$ cat config.mk
export PLATFORM = sky130hd
export DESIGN_NAME = carry_save_reducer
export DESIGN_NICKNAME = d
export VERILOG_FILES = /design/src/rtl/cmpr_pkg.sv /design/src/rtl/cmpr_csa_row.sv /design/src/rtl/cmpr_comp42.sv /design/src/rtl/carry_save_reducer.sv
export SDC_FILE = /design/constraint.sdc
export NUM_CORES = 1
export LEC_CHECK = 0
export BUFFER_PORTS_ARGS = -buffer_cell sky130_fd_sc_hd__buf_2
export CAP_MARGIN = 20
export CORE_MARGIN = 8
export CORE_UTILIZATION = 39
export DETAILED_ROUTE_END_ITERATION = 7
export PLACE_DENSITY = 0.88
export SYNTH_ARGS = -nofsm -noshare
export SYNTH_HDL_FRONTEND = slang
export SYNTH_SLANG_ARGS = --single-unit
$ cat constraint.sdc
create_clock -name vclk -period 4.8
set_input_delay 0.24 -clock vclk [all_inputs]
set_output_delay 0.24 -clock vclk [all_outputs]
set_load 0.1 [all_outputs]
$ cat src/rtl/cmpr_pkg.sv
package cmpr_pkg;

  localparam int MAX_OPERANDS = 64;
  localparam int POOL_MAX     = 3 * MAX_OPERANDS + 4;

  // Query selectors for whole-tree figures (used with k < 0)
  localparam int Q_OPS   = 0;
  localparam int Q_LEFT  = 1;
  localparam int Q_FIN0  = 2;
  localparam int Q_FIN1  = 3;
  localparam int Q_DEPTH = 4;
  localparam int Q_ROWS  = 5;

  // Per-compressor selectors (used with k >= 0)
  localparam int F_KIND  = 0;  // 3 or 4 inputs
  // F_KIND + 1 .. F_KIND + 4 : source vector ids of the inputs

  // Builds the level schedule and answers one question about it.
  // Vector ids: 0..n-1 are operands, n+2*op is the sum of compressor op,
  // n+2*op+1 its carry.
  function automatic int planQuery(input int n, input bit use42,
                                   input int k, input int field);
    int ids  [POOL_MAX];
    int dep  [POOL_MAX];
    int rdy  [POOL_MAX];
    int wt   [POOL_MAX];
    int nxt  [POOL_MAX];
    int cnt, rCnt, wCnt, nCnt, ops, rows, level, i, rem, grp, dMax, base, res;
    res = 0;
    cnt = n;
    ops = 0;
    rows = 0;
    level = 0;
    for (int j = 0; j < POOL_MAX; j++) begin
      ids[j] = j;
      dep[j] = 0;
      rdy[j] = 0;
      wt[j]  = 0;
      nxt[j] = 0;
    end
    while (cnt > 2) begin
      rCnt = 0;
      wCnt = 0;
      for (int j = 0; j < cnt; j++) begin
        if (dep[ids[j]] <= level) begin
          rdy[rCnt] = ids[j];
          rCnt++;
        end else begin
          wt[wCnt] = ids[j];
          wCnt++;
        end
      end
      if (rCnt >= 3) begin
        nCnt = 0;
        i = 0;
        while (i < rCnt) begin
          rem = rCnt - i;
          grp = (use42 && rem >= 4) ? 4 : ((rem >= 3) ? 3 : 0);
          if (grp == 0) begin
            for (int j = i; j < rCnt; j++) begin
              nxt[nCnt] = rdy[j];
              nCnt++;
            end
            i = rCnt;
          end else begin
            dMax = 0;
            for (int j = 0; j < grp; j++)
              if (dep[rdy[i+j]] > dMax) dMax = dep[rdy[i+j]];
            base = n + 2 * ops;
            if (ops == k) begin
              if (field == F_KIND) res = grp;
              else if (field >= 1 && field <= grp) res = rdy[i+field-1];
            end
            dep[base]     = dMax + grp - 2;
            dep[base + 1] = dMax + grp - 2;
            nxt[nCnt]     = base;
            nxt[nCnt + 1] = base + 1;
            nCnt += 2;
            ops++;
            rows += grp - 2;
            i += grp;
          end
        end
        for (int j = 0; j < wCnt; j++) begin
          nxt[nCnt] = wt[j];
          nCnt++;
        end
        for (int j = 0; j < nCnt; j++) ids[j] = nxt[j];
        cnt = nCnt;
      end
      level++;
    end
    if (k < 0) begin
      case (field)
        Q_OPS:   res = ops;
        Q_LEFT:  res = cnt;
        Q_FIN0:  res = (cnt > 0) ? ids[0] : 0;
        Q_FIN1:  res = (cnt > 1) ? ids[1] : 0;
        Q_DEPTH: begin
          if (cnt == 0)      res = 0;
          else if (cnt == 1) res = dep[ids[0]];
          else               res = (dep[ids[0]] > dep[ids[1]]) ? dep[ids[0]] : dep[ids[1]];
        end
        Q_ROWS:  res = rows;
        default: res = 0;
      endcase
    end
    return res;
  endfunction

endpackage

$ cat src/rtl/cmpr_csa_row.sv
module cmpr_csa_row #(
  parameter int W = 8
) (
  input  logic [W-1:0] inA,
  input  logic [W-1:0] inB,
  input  logic [W-1:0] inC,
  output logic [W-1:0] sumV,
  output logic [W-1:0] carV
);
  logic [W-1:0] maj;

  assign sumV = inA ^ inB ^ inC;
  assign maj  = (inA & inB) | (inA & inC) | (inB & inC);
  // carries move up one column; the top carry drops out of the W-bit field
  assign carV = W'({maj, 1'b0});
endmodule

$ cat src/rtl/cmpr_comp42.sv
module cmpr_comp42 #(
  parameter int W = 8
) (
  input  logic [W-1:0] inA,
  input  logic [W-1:0] inB,
  input  logic [W-1:0] inC,
  input  logic [W-1:0] inD,
  output logic [W-1:0] sumV,
  output logic [W-1:0] carV
);
  logic [W-1:0] firstSum;
  logic [W-1:0] firstCar;

  cmpr_csa_row #(.W(W)) u_rowFirst (
    .inA(inA), .inB(inB), .inC(inC),
    .sumV(firstSum), .carV(firstCar)
  );

  // the shifted carries of the first row are the carry-in of the second
  cmpr_csa_row #(.W(W)) u_rowSecond (
    .inA(firstSum), .inB(inD), .inC(firstCar),
    .sumV(sumV), .carV(carV)
  );
endmodule

$ cat src/rtl/carry_save_reducer.sv
module carry_save_reducer
  import cmpr_pkg::*;
#(
  parameter int N         = 6,
  parameter int OPW       = 8,
  parameter int W         = 12,
  parameter bit PREFER_42 = 1'b1,
  localparam int IN_W     = ((N == 0) ? 1 : N) * OPW
) (
  input  logic [IN_W-1:0] opIn,
  output logic [W-1:0]    sumOut,
  output logic [W-1:0]    carryOut,
  output logic [15:0]     rowCount,
  output logic [15:0]     treeDepth
);
  localparam int NUM_OPS  = planQuery(N, PREFER_42, -1, Q_OPS);
  localparam int LEFT     = planQuery(N, PREFER_42, -1, Q_LEFT);
  localparam int FIN0     = planQuery(N, PREFER_42, -1, Q_FIN0);
  localparam int FIN1     = planQuery(N, PREFER_42, -1, Q_FIN1);
  localparam int DEPTH    = planQuery(N, PREFER_42, -1, Q_DEPTH);
  localparam int ROWS     = planQuery(N, PREFER_42, -1, Q_ROWS);
  localparam int EXT_SLOTS = (N == 0) ? 1 : N;

  assign rowCount  = 16'(ROWS);
  assign treeDepth = 16'(DEPTH);

  // zero-extend every operand to the working width
  logic [W-1:0] opExt [EXT_SLOTS];
  for (genvar j = 0; j < EXT_SLOTS; j++) begin : gExt
    assign opExt[j] = W'(opIn[j*OPW +: OPW]);
  end

  // one compressor per scheduled slot; inputs fetched by vector id
  for (genvar k = 0; k < NUM_OPS; k++) begin : gOp
    localparam int KIND = planQuery(N, PREFER_42, k, F_KIND);
    logic [W-1:0] inV [KIND];
    logic [W-1:0] sumV;
    logic [W-1:0] carV;

    for (genvar s = 0; s < KIND; s++) begin : gIn
      localparam int SRC = planQuery(N, PREFER_42, k, s + 1);
      if (SRC < N) begin : gFromOperand
        assign inV[s] = opExt[SRC];
      end else if (((SRC - N) % 2) == 0) begin : gFromSum
        assign inV[s] = gOp[(SRC - N) / 2].sumV;
      end else begin : gFromCarry
        assign inV[s] = gOp[(SRC - N) / 2].carV;
      end
    end

    if (KIND == 4) begin : gFour
      cmpr_comp42 #(.W(W)) u_comp (
        .inA(inV[0]), .inB(inV[1]), .inC(inV[2]), .inD(inV[3]),
        .sumV(sumV), .carV(carV)
      );
    end else begin : gThree
      cmpr_csa_row #(.W(W)) u_comp (
        .inA(inV[0]), .inB(inV[1]), .inC(inV[2]),
        .sumV(sumV), .carV(carV)
      );
    end
  end

  // the last level always leaves exactly the outputs of the last compressor
  if (LEFT == 0) begin : gNone
    assign sumOut   = '0;
    assign carryOut = '0;
  end else if (NUM_OPS == 0) begin : gPass
    assign sumOut = opExt[FIN0];
    if (LEFT == 2) begin : gPair
      assign carryOut = opExt[FIN1];
    end else begin : gSingle
      assign carryOut = '0;
    end
  end else begin : gTree
    assign sumOut   = gOp[NUM_OPS-1].sumV;
    assign carryOut = gOp[NUM_OPS-1].carV;
  end
endmodule

# Yosys cells after proc, flatten, opt, wreduce, memory -nomap -nowiden
# Cells that the tools add are included.
[op_classes] n_addsub=0 multipliers=0 n_div=0 order_cmp=0 n_eq_ne=0 shift=0 n_mux=0 bitwise=28 reduce_logical=0
[ops] cell="$or A11 B11 Y11" n=5
[ops] cell="$and A11 B8 Y11" n=4
[ops] cell="$and A8 B8 Y8" n=3
[ops] cell="$xor A12 B12 Y12" n=2
[ops] cell="$xor A12 B8 Y12" n=2
[ops] cell="$xor A8 B8 Y8" n=3
[ops] cell="$and A11 B11 Y11" n=2
[ops] cell="$or A8 B8 Y8" n=2
[ops] cell="$xor A12 B9 Y12" n=1
[ops] cell="$and A11 B9 Y11" n=1
[ops] cell="$and A8 B11 Y11" n=1
[ops] cell="$or A11 B9 Y11" n=1
[ops] cell="$and A8 B9 Y9" n=1
[totals] reg_bits=0 latchBits=0 mem_bits_rw=0 rom_bits=0 output_inout_bits=56 elab_cells=28 n_memories=0

# Depth between registers and ports, before layout
[depth] ltp_word=12 depth_mapped=6 ltp_nobuf=6

# Hierarchy
# From an unflattened synthesis, not the netlist that was laid out.
[hier_totals] hier_cells=90 area_unflattened_um2=1268.7
[modules_own_cells] mod="cmpr_csa_row" n_inst=4 cells_per_inst=14 area_each_um2=255.2 seq_area_each_um2=0.0
[modules_own_cells] mod="carry_save_reducer" n_inst=1 cells_per_inst=34 area_each_um2=247.7 seq_area_each_um2=0.0

# Worst setup path before layout
# OpenSTA, ideal clock, no wires.
[synth_timing] path_kind="input-to-output" start="input opIn[7]" end="output sumOut[7]" t_arrival_ps=2880 t_required_ps=4560 setup_slack_ps=1680 cell_stages=6 n_path_buf=0 path_cell_list="inv_1 fa_1 inv_1 fa_1 fa_1 fa_1"
[synth_via] elab_chain_cells=8
[synth_lines] item="start: declaration" line_no="carry_save_reducer.sv:10" text="input logic [IN_W-1:0] opIn,"
[synth_lines] item="$xor A8 B8 Y8 (3 in a row)" line_no="cmpr_csa_row.sv:12" text="assign sumV = inA ^ inB ^ inC;"
[synth_lines] item="$xor A12 B9 Y12" line_no="cmpr_csa_row.sv:12"
[synth_lines] item="$xor A12 B12 Y12" line_no="cmpr_csa_row.sv:12"
[synth_lines] item="$xor A12 B8 Y12 (2 in a row)" line_no="cmpr_csa_row.sv:12"
[synth_lines] item="$xor A12 B12 Y12" line_no="cmpr_csa_row.sv:12"
[synth_lines] item="end: declaration" line_no="carry_save_reducer.sv:11" text="output logic [W-1:0] sumOut,"
# No other way between the ends.

# Worst setup path in the final report
# Same ends and word-level chain as after synthesis.

==> results.yml <==
status:
  status: "completed"
placement:
  place_congestion: 0.8555
  io_buffers: 67
  dp_hpwl_um: 2670
sta:
  fin_tns_setup_ns: 0
  timing.final.hold_violations: 0
  layout_worst_path_cycle_share_pct: 62.52
  setup_viol: 0
  fmax_mhz: 333.2
  slew_violations: 0
  rsz0062_at_grt: "false"
  post-route-min-period_ns: 3.001
floorplan:
  die_x_um: 65.28
  die_height_um: 65.28
  dieArea_um2: 4261
  coreArea_um2: 2387
  placementRows: 18
  start_util_pct: 39.68
  pin_count: 104
logic_synthesis:
  syn-cell-area_um2: 947.2
  avgSynthCellArea_um2: 12.14
  synthCells: 78
  synth_warnings: 0
  ys_seq_area_share_pct: 0
  synth.distinct_cells: 5
routing:
  vias: 679
  drtIter0Drc: 7
  routed_wl_um: 2639
  wl_per_cell_um: 15.25
  route.detailed.vias_per_inst: 3.925
  dr.pass1.iters: 3
  antenna_left: 0
  drc_errors: 0
setup_path:
  crit_type: "in -> out"
  cp_data_required_time_ns: 4.56
  end_kind: "output port"
  cp.arrival_ns: 2.76
  crit_fanout: 1
  cp-start-kind: "input pin"
hold_path:
  hold_class: "in -> out"
  min_path_cells: 3
  hold_end: "carryOut[1]"
  min_from: "opIn[40]"
cells_and_area:
  regArea_um2: 0
  nets: 227
  antenna-diode-count: 0
  numSequentialCells: 0
  mostFrequentLayoutCells: "67 x buf_2, 37 x conb_1, 29 x fa_1, 5 x inv_1, 5 x ha_1"
  mostFrequentLayoutCell: "buf_2"
  fillerInstances: 244
  drive_gt1_share_pct: 46.85
  synthToLayoutAreaGrowth_pct: 23.91
  clkbuf_count: 0
clock_network:
  hold_buffers: 0
  cts_setup_buffers: 0
  cts_resized: 0
global_routing:
  grt_overflow: 0
  grt_pass1_vias: 874
  grt_max_degree: 2
  grtUsageTotal_pct: 11.65
  grt_pass1_wl_um: 4050
  antenna_found_initial: 0
flow_run:
  cap_violations: 0
worst max path at each step:
stage | start | endpoint | slack, ns | cells past startpoint
2_1_floorplan | opIn[7] | sumOut[7] | 1.68 | 6
3_3_place_gp | opIn[7] | sumOut[7] | 1.82 | 8
3_5_place_dp | opIn[7] | sumOut[7] | 1.78 | 8
4_1_cts | opIn[7] | sumOut[7] | 1.79 | 8
5_1_grt | opIn[7] | sumOut[7] | 1.72 | 8
6_report | opIn[7] | sumOut[7] | 1.80 | 8
routing by layer:
| layer | track usage, % | vias to the layer above | wire (um) |
|---|---|---|---|
| li1 | - | 288 | - |
| met4 | 0 | 0 | 0 |
| met1 | 9.836 | 326 | 719 |
| met2 | 23.25 | 65 | 1396 |
| met5 | 0 | - | 0 |
| met3 | 7.483 | 0 | 523 |
cell families after synthesis:
| family | after synthesis | synth area share, % |
|---|---|---|
| buf+inv | 42 | 31.31 |
| fa+ha+maj | 34 | 67.90 |
| other cells | 2 | 0.7929 |
cells in the mapped netlist:
cell type / instances / share of area, %
buf_4: 37 / 29
fa_1: 29 / 61
ha_1: 5 / 6.6
inv_1: 5 / 2.0
conb_1: 2 / 0.79
area by class of cell:
cell class	count	area [um^2]	area share, %
inverters	5	18.77	1.599
multi-input cells	71	782.0	66.63
well taps	30	37.54	3.198
repair buffers	67	335.3	28.57
worst max-delay path: stages:
cell,delay [ns]
buf_2,0.08
inv_1,0.04
fa_1,0.52
inv_1,0.05
fa_1,0.49
fa_1,0.42
fa_1,0.48
buf_2,0.43
metrics by stage:
step | hold WS, ns | util [%] | cells | area [um^2] | setup WS, ns
6_report | 1.048 | 49.16 | 173 | 1174 | 1.799
5_1_grt | 1.059 | 49.16 | 173 | 1174 | 1.718
4_1_cts | 1.049 | 49.16 | 173 | 1174 | 1.786
3_5_place_dp | 1.048 | 49.16 | 173 | 1174 | 1.777
3_3_place_gp | 1.051 | 49.16 | 173 | 1174 | 1.817
2_1_floorplan | 1.008 | - | 113 | 1079 | 1.680
Power is not shown: default switching activity piles up to over one toggle a cycle in this logic, so the estimate is an artifact.
